$ cat src/rtl/pfg_pkg.sv
package pfg_pkg;
  localparam int unsigned ADDR_W = 2;
  localparam logic [ADDR_W-1:0] REG_STAT = 2'd0;
  localparam logic [ADDR_W-1:0] REG_FLAG = 2'd1;
  localparam logic [ADDR_W-1:0] REG_IEN  = 2'd2;
  localparam logic [ADDR_W-1:0] REG_MODE = 2'd3;

  typedef enum logic {
    REC_AUTO   = 1'b0,
    REC_MANUAL = 1'b1
  } rec_mode_e;
endpackage

$ cat src/rtl/pfg_regs.sv
module pfg_regs #(
  parameter int unsigned NUM_CH = 4
) (
  input  logic                      clk,
  input  logic                      rst_n,
  input  logic                      wr_en,
  input  logic [pfg_pkg::ADDR_W-1:0] wr_addr,
  input  logic [NUM_CH-1:0]         wr_data,
  input  logic [pfg_pkg::ADDR_W-1:0] rd_addr,
  input  logic [NUM_CH-1:0]         stat_in,
  input  logic [NUM_CH-1:0]         flag_in,
  output logic [NUM_CH-1:0]         ack_pulse,
  output logic [NUM_CH-1:0]         ien_q,
  output logic [NUM_CH-1:0]         mode_q,
  output logic [NUM_CH-1:0]         rd_data
);
  import pfg_pkg::*;

  logic sel_flag, sel_ien, sel_mode;

  assign sel_flag = wr_en && (wr_addr == REG_FLAG);
  assign sel_ien  = wr_en && (wr_addr == REG_IEN);
  assign sel_mode = wr_en && (wr_addr == REG_MODE);

  // write-one strobes toward the channels; zero bits do nothing
  assign ack_pulse = sel_flag ? wr_data : '0;

  always_ff @(posedge clk or negedge rst_n) begin
    if (!rst_n) begin
      ien_q  <= '0;
      mode_q <= '0;
    end else begin
      if (sel_ien)  ien_q  <= wr_data;
      if (sel_mode) mode_q <= wr_data;
    end
  end

  // status is the pin level itself, so a write there has nowhere to land
  always_comb begin
    unique case (rd_addr)
      REG_STAT: rd_data = stat_in;
      REG_FLAG: rd_data = flag_in;
      REG_IEN:  rd_data = ien_q;
      default:  rd_data = mode_q;
    endcase
  end
endmodule

$ cat src/rtl/pfg_channel.sv
module pfg_channel #(
  parameter bit FREE_RELEASE = 1'b1
) (
  input  logic clk,
  input  logic rst_n,
  input  logic fault,
  input  logic cyc_start,
  input  logic ack,
  input  logic ien,
  input  logic manual,
  output logic flag_q,
  output logic req_q,
  output logic off
);
  logic prev_q;
  logic dis_q;
  logic rise;
  logic shut_set;
  logic pin_ok;
  logic release_ok;
  logic flag_clear;

  assign rise       = fault & ~prev_q;
  assign flag_clear = ack & ~rise;

  // the manual-mode pin condition depends on which pair the channel belongs to
  generate
    if (FREE_RELEASE) begin : g_free
      assign pin_ok = 1'b1;
    end else begin : g_need_low
      assign pin_ok = ~fault;
    end
  endgenerate

  assign shut_set   = manual ? rise : fault;
  assign release_ok = cyc_start & (manual ? (~flag_q & pin_ok) : ~fault);

  always_ff @(posedge clk or negedge rst_n) begin
    if (!rst_n) begin
      prev_q <= 1'b0;
      flag_q <= 1'b0;
      req_q  <= 1'b0;
      dis_q  <= 1'b0;
    end else begin
      prev_q <= fault;

      if (rise)            flag_q <= 1'b1;
      else if (flag_clear) flag_q <= 1'b0;

      if (!ien)            req_q <= 1'b0;
      else if (rise)       req_q <= 1'b1;
      else if (flag_clear) req_q <= 1'b0;

      if (shut_set)        dis_q <= 1'b1;
      else if (release_ok) dis_q <= 1'b0;
    end
  end

  assign off = dis_q | shut_set;
endmodule

$ cat src/rtl/pwm_fault_guard.sv
module pwm_fault_guard #(
  parameter int unsigned NUM_CH = 4
) (
  input  logic                        clk,
  input  logic                        rst_n,
  input  logic [NUM_CH-1:0]           fault_lvl,
  input  logic                        cyc_start,
  input  logic                        wr_en,
  input  logic [pfg_pkg::ADDR_W-1:0]  wr_addr,
  input  logic [NUM_CH-1:0]           wr_data,
  input  logic [pfg_pkg::ADDR_W-1:0]  rd_addr,
  output logic [NUM_CH-1:0]           rd_data,
  input  logic                        vec_ack,
  output logic [NUM_CH-1:0]           pwm_off,
  output logic                        irq
);
  logic [NUM_CH-1:0] evt_flag;
  logic [NUM_CH-1:0] req_latch;
  logic [NUM_CH-1:0] ack_pulse;
  logic [NUM_CH-1:0] ien_q;
  logic [NUM_CH-1:0] mode_q;
  logic              vec_ack_unused;

  // a vector fetch is observed but deliberately drives no state
  assign vec_ack_unused = vec_ack;

  pfg_regs #(.NUM_CH(NUM_CH)) u_regs (
    .clk       (clk),
    .rst_n     (rst_n),
    .wr_en     (wr_en),
    .wr_addr   (wr_addr),
    .wr_data   (wr_data),
    .rd_addr   (rd_addr),
    .stat_in   (fault_lvl),
    .flag_in   (evt_flag),
    .ack_pulse (ack_pulse),
    .ien_q     (ien_q),
    .mode_q    (mode_q),
    .rd_data   (rd_data)
  );

  generate
    for (genvar i = 0; i < NUM_CH; i++) begin : g_ch
      localparam bit FREE = ((i % 2) == 0);
      pfg_channel #(.FREE_RELEASE(FREE)) u_ch (
        .clk       (clk),
        .rst_n     (rst_n),
        .fault     (fault_lvl[i]),
        .cyc_start (cyc_start),
        .ack       (ack_pulse[i]),
        .ien       (ien_q[i]),
        .manual    (mode_q[i]),
        .flag_q    (evt_flag[i]),
        .req_q     (req_latch[i]),
        .off       (pwm_off[i])
      );
    end
  endgenerate

  assign irq = |(req_latch & ien_q);
endmodule

$ cat config.mk
export PLATFORM = sky130hd
export DESIGN_NAME = pwm_fault_guard
export DESIGN_NICKNAME = d
export VERILOG_FILES = /design/src/rtl/pfg_pkg.sv /design/src/rtl/pfg_regs.sv /design/src/rtl/pfg_channel.sv /design/src/rtl/pwm_fault_guard.sv
export SDC_FILE = /design/constraint.sdc
export NUM_CORES = 1
export LEC_CHECK = 0
export BUFFER_PORTS_ARGS = -buffer_cell sky130_fd_sc_hd__buf_4
export CAP_MARGIN = 20
export CORE_UTILIZATION = 47
export DETAILED_ROUTE_END_ITERATION = 10
export GPL_TIMING_DRIVEN = 0
export PLACE_DENSITY_LB_ADDON = 0.2
export RECOVER_POWER = 100
export SLEW_MARGIN = 20
export SYNTH_ARGS = -nofsm -noshare
export SYNTH_HDL_FRONTEND = slang
export SYNTH_SLANG_ARGS = --single-unit
$ cat constraint.sdc
create_clock -name clk -period 0.93 [get_ports clk]
set_input_delay 0.0465 -clock clk [delete_from_list [all_inputs] [get_ports clk]]
set_output_delay 0.0465 -clock clk [all_outputs]
set_load 0.01 [all_outputs]
* Yosys cells after proc, flatten, opt, wreduce, memory -nomap -nowiden
Index checks and enable logic that the tools add are counted.
** Word-level totals
- Register bits :: 24
- Bits in latches :: 0
- Memory bits (writable) :: 0
- ROM bits :: 0
- Memories kept :: 0
** Operators by class
- Add/subtract/negate cells :: 0
- Multiply operators :: 0
- Divide/modulo/power cells :: 0
- $lt $le $gt $ge :: 0
- Equal/unequal tests :: 9
- Shifts and indexed selects :: 0
- Muxes and demuxes :: 30
- Bitwise gates (word level) :: 35
- Reduce and logical (&&, ||, !) cells :: 13
** Operators by type and width (count)
- $mux 1 :: 28
- $not 1->1 :: 16
- $reduce_bool 2->1 :: 8
- $and 1x1->1 :: 14
- $ne 3x1->1 const B :: 4
- $pmux 4 s3 :: 1
- $eq 2x2->1 const B :: 3
- $and 4x4->4 :: 1
- $eq 2x1->1 const B :: 2
- $mux 4 :: 1
- $or 1x1->1 :: 4
- $reduce_or 4->1 :: 1
- $logic_and 1x1->1 :: 3
- $logic_not 2->1 :: 1

* Logic depth before layout (Yosys ltp)
Gate-level depths: netlist (run 1).
- Word-level depth :: 7
- Mapped depth :: 4
- Gate-level depth less buffers :: 3

* Modules after synthesis
From an unflattened synthesis (run 1), not the netlist that was laid out.
** Second synthesis, totals
- Cells, all modules :: 84
- Area, all modules :: 1136.1 µm²
** Modules (own cells, without submodules)
- pfg_regs :: instances 1, cells an instance 27, area each 441.7 µm², sequential area each 200.2 µm²
- pfg_channel (g_ch[1].u_ch ...) :: instances 2, cells an instance 14, area each 178.9 µm², sequential area each 100.1 µm²
- pfg_channel (g_ch[0].u_ch ...) :: instances 2, cells an instance 13, area each 158.9 µm², sequential area each 100.1 µm²
- pwm_fault_guard :: instances 1, cells an instance 3, area each 18.8 µm², sequential area each 0.0 µm²

* Worst setup path after synthesis (run 1)
OpenSTA, ideal clock, no wires.
- Path kind :: reg-to-output
- Start :: register u_regs.ien_q[1]
- End :: output port rd_data[1]
- Data arrival time :: 926 ps
- Data required time :: 883 ps
- Setup slack :: -42 ps
- Cell stages (with the launch flop) :: 2
- Path buffers :: 0
- Path through :: dfrtp_1 -> mux4_1
** On the way
- Longest elaborated chain between the ends :: 1
** RTL lines
- start: declaration :: line pfg_regs.sv:13 : output logic [NUM_CH-1:0] ien_q,
- start signal: assignment :: line pfg_regs.sv:33 : if (sel_ien) ien_q <= wr_data;
- $pmux 4 s3 :: line pfg_regs.sv:40 : unique case (rd_addr)
- end: declaration :: line pwm_fault_guard.sv:12 : output logic [NUM_CH-1:0] rd_data,
No other way between the ends.

* Worst setup path after layout (run 1)
- Start :: register u_regs.ien_q[2]
- End :: output port rd_data[2]
Same word-level chain as after synthesis.

==> summary.md, run 1 <==
| Metric | Value |
|---|---|
| Endpoint class of the critical path | output port |
| Fin Clk Skew | 0.00346 ns |
| Initial Util | 50.3% |
| Slew @ Worst Pin | 0.607 ns |
| Register area | 601 sq um |
| CP required | 0.88 ns |
| Clk_lat worst skew | 0.30 ns |
| Worst setup startpoint | u_regs.ien_q[2]$_DFFE_PN0P_ |
| Worst setup SP type | flop |
| Die area | 2620 sq um |
| Congestion Overflow GR | 0 |
| Register area share after synthesis | 52.9% |
| Ant diodes | 0 |
| Cell family with most CP delay | multiplexers |
| Area Overhead vs Synth | 41.7% |
| Initial DRC Count | 5 |
| Avg Cell Area, Syn | 13.0 sq um |
| Via count | 820 |
| Max FO, Critical Path | 4 |
| Pin count of the biggest net entering global routing | 25 |
| CTS root buffer | clkbuf_4 |
| Min-Delay Startpoint | cyc_start |
| Post-synth top area share | 52.9% |
| Hpwl dp | 1530 um |
| Syn Std Cell Area | 1130 sq um |
| Detailed-route vias per instance | 5.09 |
| Chip Height | 51.1 um |
| Clk buf depth | 2 |
| Maxcap violations | 0 |
| Tcrit/Tclk final | 152% |
| Buf/Inv on CP | 1 |
| Multi-input logic area | 503 sq um |
| RSZ-0062 raised after global routing | yes |
| Synth Register Bits | 24 |
| Layout net count | 152 |
| Cell Pwr Density | 1630 nW/um^2 |
| Final Max Slew Viols | 0 |
| Total GRT Usage | 20.9% |
| Io pins | 26 |
| Hold Violations, Final | 0 |
| Syn nets | 104 |
| Worst reg2reg path startpoint | u_regs.mode_q[3]$_DFFE_PN0P_ |
| Ranking of synthesized cells by area | dfrtp_1, mux4_1, mux2_2, a21o_1, nand2_1 |
| Worst-path clk slew | 0.12 ns |
| 1st-pass router iterations | 3 |
| Die Width | 51.1 um |
| FMAX | 710 MHz |
| Row count | 17 |
| CTS Sinks | 24 |
| Yosys cell types | 16 |
| Final WL | 2380 um |
| Gate Count Post-Synth | 87 |
| Port Buf Inserts | 24 |
| DRC viols | 0 |
| Final core occ | 71.3% |
| CTS tree | built |
| Fillers | 184 |
| ANT nets after route | 0 |
| Delay of the slowest critical-path stage | 0.49 ns |
| Max-slew headroom | 59.5% |
| Antenna violations before repair | 0 |
| Core area | 2250 sq um |
| First-pass GRT wire length | 3790 um |
| Leakage | 0.723 nW |
| Post-route setup slack | -0.479 ns |
| Placed cells | 139 |
| Area leader, netlist | dfrtp_1 |
| Synth warnings | 0 |
| Vias in the first global route | 848 |
| HP Class | input port to flop |
| WS Path Type | flop to output port |
| CTS Buf Count | 3 |
| Final Non-Filler Cells | 161 |
| CTS H-Tree Depth | 1 |
| Tmin final | 1.41 ns |
| Crit-path slowest cell | mux4_2 |
| Setup WS pre-CTS | -0.128 ns |
| Critical path, cell by cell | mux4_2 > buf_6 |
| CP arrival | 1.36 ns |
| Violated checks | negative setup slack |
| WHS | 0.0698 ns |
| Setup Viol. Count Final | 13 |
| Status | complete, but fails checks |
| WL/cell | 14.8 um |
| Peak supply drop | 1.65 mV |
| GPL Wtd Cong | 0.743 |
| Fraction of layout cells with a size suffix above 1 | 44.4% |
[what timing repair did]
item | in CTS | in global routing
hold buffers | 9 | 1
pin swaps | 11 | 5
gates cloned | 0 | 0
endpoints found under the setup margin | 9 | 15
gates resized for setup | 19 | 16
buffers inserted | 10 | 5
endpoints found under the hold margin | 37 | 1
[cell families after synthesis]
| logic type | Yosys count | synth area share [%] |
|---|---|---|
| DFF | 24 | 52.9 |
| muxes | 12 | 17.2 |
| and+or+nand+nor | 26 | 11.5 |
| buffers and inverters | 5 | 3.64 |
| AOI/OAI and AO/OA | 20 | 14.8 |
[cell usage in the layout (no fill, tap or decap)]
cell type	Yosys	final
o21a_1	4	4
buf_6	1	21
nand3_1	1	1
and3b_1	1	1
nand2_4	0	1
dlygate4sd3_1	0	10
buf_4	4	12
nand3b_1	3	3
a21o_1	8	8
dfrtp_1	24	24
a21boi_2	4	1
clkbuf_2	0	1
clkbuf_4	0	3
nand2_2	0	5
mux2_4	0	1
nand2_1	15	9
a22o_1	2	2
mux2_2	8	7
a21boi_0	0	3
nor2b_1	4	4
and2_1	2	1
a22oi_2	0	2
mux4_2	0	4
clkbuf_1	0	4
and2_4	0	1
[where the power goes]
group | switching, W | internal, W
sequential | 0.000114 | 0.00119
clock | 0.000278 | 0.000151
combinational | 0.000311 | 0.000576
total | 0.000702 | 0.00192
[through the flow]
| step | instance area [sq um] | total power (W) | setup TNS (ns) |
|---|---|---|---|
| final | 1610 | 0.00262 | -3.60 |
| after global routing | 1610 | 0.00276 | -4.24 |
| after CTS | 1580 | 0.00257 | -3.89 |
| after detailed placement | 1340 | 0.00191 | -0.485 |
| after global placement | 1340 | 0.00189 | -0.490 |
| after floorplan | 1120 | 0.00164 | 0 |
[path summary, 6_finish.rpt]
path,to,slack [ns],cells past startpoint
max,rd_data[2],-0.48,2
min reg2reg,g_ch[2].u_ch.flag_q$_DFFE_PN0P_,0.52,1
max reg2reg,g_ch[3].u_ch.dis_q$_DFFE_PN0P_,-0.07,5
max in group asynchronous,g_ch[2].u_ch.req_q$_DFFE_PN0P_,0.26,2
min,g_ch[0].u_ch.dis_q$_DFFE_PN0P_,0.07,3
min in group asynchronous,g_ch[3].u_ch.prev_q$_DFF_PN0_,0.27,2
[metal layers]
| layer | routed length, um | vias to the layer above | GRT usage [%] | share of wire [%] |
|---|---|---|---|---|
| met2 | 1220 | 22 | 37.3 | 51 |
| li1 | - | 403 | - | - |
| met4 | 16 | 0 | 4.17 | 0.67 |
| met3 | 109 | 2 | 6.55 | 4.6 |
| met1 | 1040 | 393 | 24.7 | 44 |
| met5 | 0 | - | 0 | 0 |
[worst reg2reg max path, delay by kind of cell (launching register included)]
| family | cells | cell delay [ns] |
|---|---|---|
| buffers and inverters | 2 | 0.23 |
| flip-flops | 1 | 0.41 |
| AND/OR/NAND/NOR | 3 | 0.27 |
[cells in the mapped netlist]
library cell / instances
nor2b_1: 4
a21o_1: 8
dfrtp_1: 24
mux2_2: 8
and2_1: 2
nand2_1: 15
nand3_1: 1
buf_4: 4
buf_6: 1
a22oi_1: 2
mux4_1: 4
nand3b_1: 3
o21a_1: 4
and3b_1: 1
a22o_1: 2
a21boi_2: 4
[layout make-up]
class	instances	share of cell area (%)
repair buffers	45	25.7
well taps	28	2.18
flip-flops and latches	24	37.4
plain buffers	3	2.10
multi-input cells	58	31.3
clock buffers	3	1.40
[state kept, by name, indices dropped and copies added (netlist names)]
signal            flops
u_regs.mode_q         4
g_ch.u_ch.dis_q       4
u_regs.ien_q          4
g_ch.u_ch.req_q       4
g_ch.u_ch.prev_q      4
g_ch.u_ch.flag_q      4
Power figures use the tool's default switching activity.
==> run 2: changes to the inputs <==
- PLACE_DENSITY: unset -> 0.79
- PLACE_DENSITY_LB_ADDON: 0.2 -> unset
==> run 2 against run 1 <==
Compared with the run above:
- the run still ends with negative setup slack left
- register-to-register slack worse by 0.03 ns
- critical path depth stayed put
- clock skew is 0.0029 ns lower
- count of clock-buffer cells in the layout stayed put
- wire length is 8.0% higher
- fmax is 0.36% higher
- sequential power hardly changed
- sequential share of layout area is 0.15 points higher
- cell count is 1.2% higher
- flip-flop and latch count stayed put
- critical endpoint is now rd_data[0]
- largest cell class unchanged
- largest power group unchanged
==> summary.md, run 2 (synthesis gave the netlist of run 1 again) <==
| Metric | Value |
|---|---|
| CTS Buf Count | 3 (unchanged) |
| Hold Violations, Final | 0 (unchanged) |
| CTS H-Tree Depth | 1 (unchanged) |
| Chip Height | 51.1 um (unchanged) |
| 1st-pass router iterations | 4 (+1) |
| Die area | 2620 sq um (unchanged) |
| Setup Viol. Count Final | 13 (unchanged) |
| Fin Clk Skew | 0.000536 ns (-0.00292 ns) |
| Vias in the first global route | 889 (+4.8%) |
| Port Buf Inserts | 24 (unchanged) |
| Endpoint class of the critical path | output port |
| Leakage | 0.725 nW (+0.27%) |
| Final core occ | 71.0% (-0.28 points) |
| Final Non-Filler Cells | 163 (+1.2%) |
| FMAX | 712 MHz (+0.36%) |
| Via count | 876 (+6.8%) |
| Die Width | 51.1 um (unchanged) |
| ANT nets after route | 0 (unchanged) |
| CP arrival | 1.36 ns (about the same) |
| Most common cell after layout, fill and taps aside | dfrtp_1 |
| Hpwl dp | 1630 um (+7.0%) |
| First-pass GRT wire length | 4000 um (+5.5%) |
| Tmin final | 1.40 ns (-0.00511 ns) |
| Peak supply drop | 1.28 mV (-22%) |
| Violated checks | negative setup slack |
| Maxcap violations | 0 (unchanged) |
| Ant diodes | 0 (unchanged) |
| Row count | 17 (unchanged) |
| Initial Util | 50.3% (unchanged) |
| WL/cell | 15.8 um (+6.6%) |
| CP required | 0.88 ns (about the same) |
| Fillers | 170 (-7.6%) |
| Clk_lat worst skew | 0.30 ns (about the same) |
| Area Overhead vs Synth | 41.1% |
| Cell Pwr Density | 1640 nW/um^2 (+0.93%) |
| Commonest non-fill, non-tap cells in the layout | dfrtp_1, buf_4, buf_6, nand2_1 |
| CTS root buffer | clkbuf_4 |
| Tcrit/Tclk final | 151% (-0.55 points) |
| Total GRT Usage | 21.7% (+0.78 points) |
| Post-route setup slack | -0.474 ns (+0.00511 ns) |
| CTS Sinks | 24 (unchanged) |
| Max FO, Critical Path | 4 (unchanged) |
| RSZ-0062 raised after global routing | yes |
| Antenna violations before repair | 0 (unchanged) |
| Setup WS pre-CTS | -0.142 ns (-0.0133 ns) |
| Worst-path clk slew | 0.12 ns (about the same) |
| GPL Wtd Cong | 0.774 (+4.2%) |
| HP Class | input port to flop |
| Core area | 2250 sq um (unchanged) |
| Worst setup SP type | flop |
| Slew @ Worst Pin | 0.582 ns (-0.0254 ns) |
| Initial DRC Count | 4 (-1) |
| Status | complete, but fails checks |
| Final Max Slew Viols | 0 (unchanged) |
| DRC viols | 0 (unchanged) |
| Placed cells | 139 (unchanged) |
| WS Path Type | flop to output port |
| CTS tree | built |
| Fraction of layout cells with a size suffix above 1 | 45.9% (+1.6 points) |
| Max-slew headroom | 61.2% (+1.7 points) |
| WHS | 0.00926 ns (-0.0605 ns) |
| Pin count of the biggest net entering global routing | 25 (unchanged) |
| Congestion Overflow GR | 0 (unchanged) |
| Detailed-route vias per instance | 5.37 (+5.5%) |
| Overall Power | 0.00263 W (+0.54%) |
| Final WL | 2570 um (+8.0%) |
| Layout net count | 154 (+1.3%) |
| Io pins | 26 (unchanged) |
| Clk buf depth | 2 (unchanged) |
run 2: cell count changes in the layout (fill, tap and decap cells not counted), moves of 2 or more:
cell           before  now
buf_4              12   18
a21boi_2            1    3
a21boi_0            3    0
dlygate4sd3_1      10    8
buf_6              21   17
run 2: per-layer routing:
metal | global-route usage, % | vias to the layer above | share of wire [%]
met1 | 28.3 | 448 | 45
met4 | 6.94 | 0 | 0.51
met5 | 0 | - | 0
met2 | 37.5 | 21 | 51
li1 | - | 405 | -
met3 | 2.68 | 2 | 3.2
run 2: final cells by class:
type                            instances  area (sq um)  area share (%)
Buffer                                  3          33.8            2.11
Clock buffer                            3          22.5            1.41
Multi-Input combinational cell         58           505            31.6
Sequential cell                        24           601            37.5
Tap cell                               28          35.0            2.19
Timing Repair Buffer                   47           404            25.2
run 2: repair_timing:
action,CTS,global route
gates resized for setup,20,10
hold endpoints to repair,31,2
endpoints found under the setup margin,9,14
pin swaps,9,8
setup buffers,10,8
hold buffers,7,1
run 2: critical path: stages, from the launching register on:
cell	delay (ns)
dfrtp_1	0.43
mux4_2	0.49
buf_6	0.14
run 2: power by group:
group	internal [W]	switching, W	leakage, nW	total (W)
sequential	0.00119	0.0000976	0.277	0.00129
combinational	0.000575	0.000337	0.435	0.000912
clock	0.000151	0.000283	0.0138	0.000434
run 2: worst paths after layout:
path | endpoint | start | cells past startpoint | slack (ns)
setup / recovery | rd_data[0] | u_regs.mode_q[0]$_DFFE_PN0P_ | 2 | -0.47
hold reg to reg | g_ch[0].u_ch.flag_q$_DFFE_PN0P_ | g_ch[0].u_ch.flag_q$_DFFE_PN0P_ | 1 | 0.52
hold / removal | u_regs.ien_q[0]$_DFFE_PN0P_ | wr_data[0] | 2 | 0.009
max in group asynchronous | u_regs.mode_q[0]$_DFFE_PN0P_ | rst_n | 2 | 0.29
min in group asynchronous | g_ch[3].u_ch.flag_q$_DFFE_PN0P_ | rst_n | 2 | 0.25
setup reg to reg | g_ch[2].u_ch.dis_q$_DFFE_PN0P_ | u_regs.mode_q[2]$_DFFE_PN0P_ | 5 | -0.10
run 2: through the flow:
step	setup TNS [ns]	cell area, sq um
after floorplan	0	1120
after global placement	-0.505	1340
after detailed placement	-0.543	1340
after CTS	-3.77	1570
after global routing	-4.29	1600
final	-3.61	1600
==> run 3: changes to the inputs <==
- CORE_UTILIZATION: 47 -> 45
- PLACE_DENSITY: 0.79 -> 0.76
==> run 3 against run 2 <==
Compared with the run above:
- non-clock buffer count up 3
- the run still ends with negative setup slack left
- largest cell class unchanged
- critical path depth unchanged
- via count up 0.68%
- worst hold slack better by 0.048 ns
- critical endpoint is now rd_data[1]
- global-route usage up 0.28 points
- sequential share of layout area down 1.9 points
- clock skew up 0.00067 ns
==> summary.md, run 3 (synthesis gave the netlist of run 1 again) <==
| Metric | Value |
|---|---|
| DRC viols | 0 (unchanged) |
| Congestion Overflow GR | 0 (unchanged) |
| WS Path Type | flop to output port |
| CTS root buffer | clkbuf_4 |
| CTS tree | built |
| HP Class | input port to flop |
| Max-slew headroom | 61.0% (-0.20 points) |
| Fraction of layout cells with a size suffix above 1 | 47.5% (+1.6 points) |
| Via count | 882 (+0.68%) |
| Violated checks | negative setup slack |
| Switching pwr | 0.000761 W (+6.1%) |
| Initial Util | 49.4% (-0.93 points) |
| Die Width | 52.2 um (+2.1%) |
| Chip Height | 52.2 um (+2.1%) |
| Comb pwr share | 35.3% (+0.6 points) |
| Port Buf Inserts | 24 (unchanged) |
| Post-route setup slack | -0.475 ns (-0.000932 ns) |
| GPL Wtd Cong | 0.721 (-6.8%) |
| Hpwl dp | 1600 um (-2.1%) |
| Maxcap violations | 0 (unchanged) |
| Detailed-route vias per instance | 5.28 (-1.7%) |
| Commonest non-fill, non-tap cells in the layout | buf_6, dfrtp_1, buf_4, nand2_1, dlygate4sd3_1 |
| Cell Pwr Density | 1680 nW/um^2 (+2.5%) |
| Critical path, cell by cell | mux4_2 > buf_6 |
| Clock power frac | 19.5% (+3.0 points) |
| Total GRT Usage | 22.0% (+0.28 points) |
| Clk_lat worst skew | 0.32 ns (+0.02 ns) |
| Worst-path clk slew | 0.13 ns (about the same) |
| CTS H-Tree Depth | 1 (unchanged) |
| RSZ-0062 raised after global routing | yes |
| Io pins | 26 (unchanged) |
| Slew @ Worst Pin | 0.585 ns (+0.00293 ns) |
| Antenna violations before repair | 0 (unchanged) |
| CTS Buf Count | 3 (unchanged) |
| Layout Cell Area excl Fill | 1690 sq um (+5.2%) |
| Area Overhead vs Synth | 48.5% |
| Delay of the slowest critical-path stage | 0.49 ns (about the same) |
| Max FO, Critical Path | 2 (-2) |
| Clk buf depth | 2 (unchanged) |
| FMAX | 712 MHz (about the same) |
| Layout net count | 157 (+1.9%) |
| Pin count of the biggest net entering global routing | 25 (unchanged) |
| Core area | 2300 sq um (+1.9%) |
| Leakage | 0.782 nW (+7.8%) |
| Fin Clk Skew | 0.00120 ns (+0.000667 ns) |
| CP required | 0.88 ns (about the same) |
| Crit-path slowest cell | mux4_2 |
| Endpoint class of the critical path | output port |
| Ant diodes | 0 (unchanged) |
| Sw frac | 26.8% (-0.45 points) |
| Peak supply drop | 1.15 mV (-10%) |
| Hold Violations, Final | 0 (unchanged) |
| Seq pwr share | 45.2% (-3.7 points) |
| Tmin final | 1.40 ns (+0.000932 ns) |
| Initial DRC Count | 7 (+3) |
| ANT nets after route | 0 (unchanged) |
| 1st-pass router iterations | 4 (unchanged) |
| Setup Viol. Count Final | 17 (+4) |
| Final Max Slew Viols | 0 (unchanged) |
| Worst setup SP type | flop |
| Final TNS setup | -4.46 ns (-0.846 ns) |
| Placed Area | 1340 sq um (unchanged) |
| Vias in the first global route | 897 (+0.90%) |
| Tcrit/Tclk final | 151% (about the same) |
| Die area | 2730 sq um (+4.3%) |
| CP arrival | 1.36 ns (about the same) |
| CTS Sinks | 24 (unchanged) |
| Status | complete, but fails checks |
| Buf/Inv on CP | 1 (unchanged) |
| WL/cell | 15.5 um (-1.8%) |
| Cell family with most CP delay | multiplexers |
| Most common cell after layout, fill and taps aside | buf_6 |
| P_int | 0.00208 W (+8.5%) |
| First-pass GRT wire length | 4110 um (+2.9%) |
| Row count | 17 (unchanged) |
| Final WL | 2590 um (+0.66%) |
run 3: repair_timing:
item                                    4_1_cts  5_1_grt
setup buffers                                19        1
pin swaps                                    12        2
hold buffers                                  9        0
endpoints found under the hold margin        38        0
resized for setup                            30        8
endpoints found under the setup margin        9       17
run 3: tightest hold or removal path: stages:
cell	delay, ns
buf_4	0.13
nand2_1	0.06
a22o_1	0.11
run 3: per-stage QoR:
stage	util (%)	std cells	total power, W	setup WS, ns	hold slack (ns)
after floorplan	-	87	0.00164	0.0113	-0.249
after global placement	58.1	139	0.00189	-0.135	-0.0438
after detailed placement	58.1	139	0.00192	-0.144	-0.0413
after CTS	73.8	169	0.00283	-0.487	0.0423
after global routing	73.4	167	0.00299	-0.515	0.0613
final	73.4	167	0.00284	-0.475	0.0577
run 3: final timing paths:
kind                       slack (ns)                               to  depth (start not counted)                       startpoint
setup / recovery                -0.47                       rd_data[1]                          2     u_regs.mode_q[1]$_DFFE_PN0P_
setup reg to reg                -0.28     u_regs.mode_q[0]$_DFFE_PN0P_                          5     u_regs.mode_q[0]$_DFFE_PN0P_
hold / removal                   0.06   g_ch[2].u_ch.dis_q$_DFFE_PN0P_                          3                        cyc_start
max in group asynchronous        0.31    g_ch[2].u_ch.prev_q$_DFF_PN0_                          2                            rst_n
hold reg to reg                  0.52  g_ch[0].u_ch.flag_q$_DFFE_PN0P_                          1  g_ch[0].u_ch.flag_q$_DFFE_PN0P_
min in group asynchronous        0.24   g_ch[3].u_ch.dis_q$_DFFE_PN0P_                          2                            rst_n
run 3: layer usage:
metal  global-route usage (%)  wire length (um)  vias to the layer above  part of all wire (%)
met2                     35.5              1360                       23                    53
met4                     11.8                48                        0                   1.9
met5                        0                 0                        -                     0
met3                     2.90               105                        4                   4.1
met1                     28.7              1070                      441                    41
li1                         -                 -                      414                     -
run 3: power by group through the flow:
stage	Clock [W]	Combinational, W	Sequential [W]
5_1_grt	0.000614	0.00108	0.00130
3_3_place_gp	0	0.000580	0.00131
4_1_cts	0.000569	0.000986	0.00128
6_report	0.000555	0.00100	0.00128
2_1_floorplan	0	0.000360	0.00128
3_5_place_dp	0	0.000597	0.00132
run 3: area by class of cell:
cell class	instances	area [sq um]
Timing Repair Buffer	50	463
Clock buffer	4	36.3
Tap cell	28	35.0
Multi-Input combinational cell	58	517
Sequential cell	24	601
Buffer	3	33.8
Fill cell	168	612
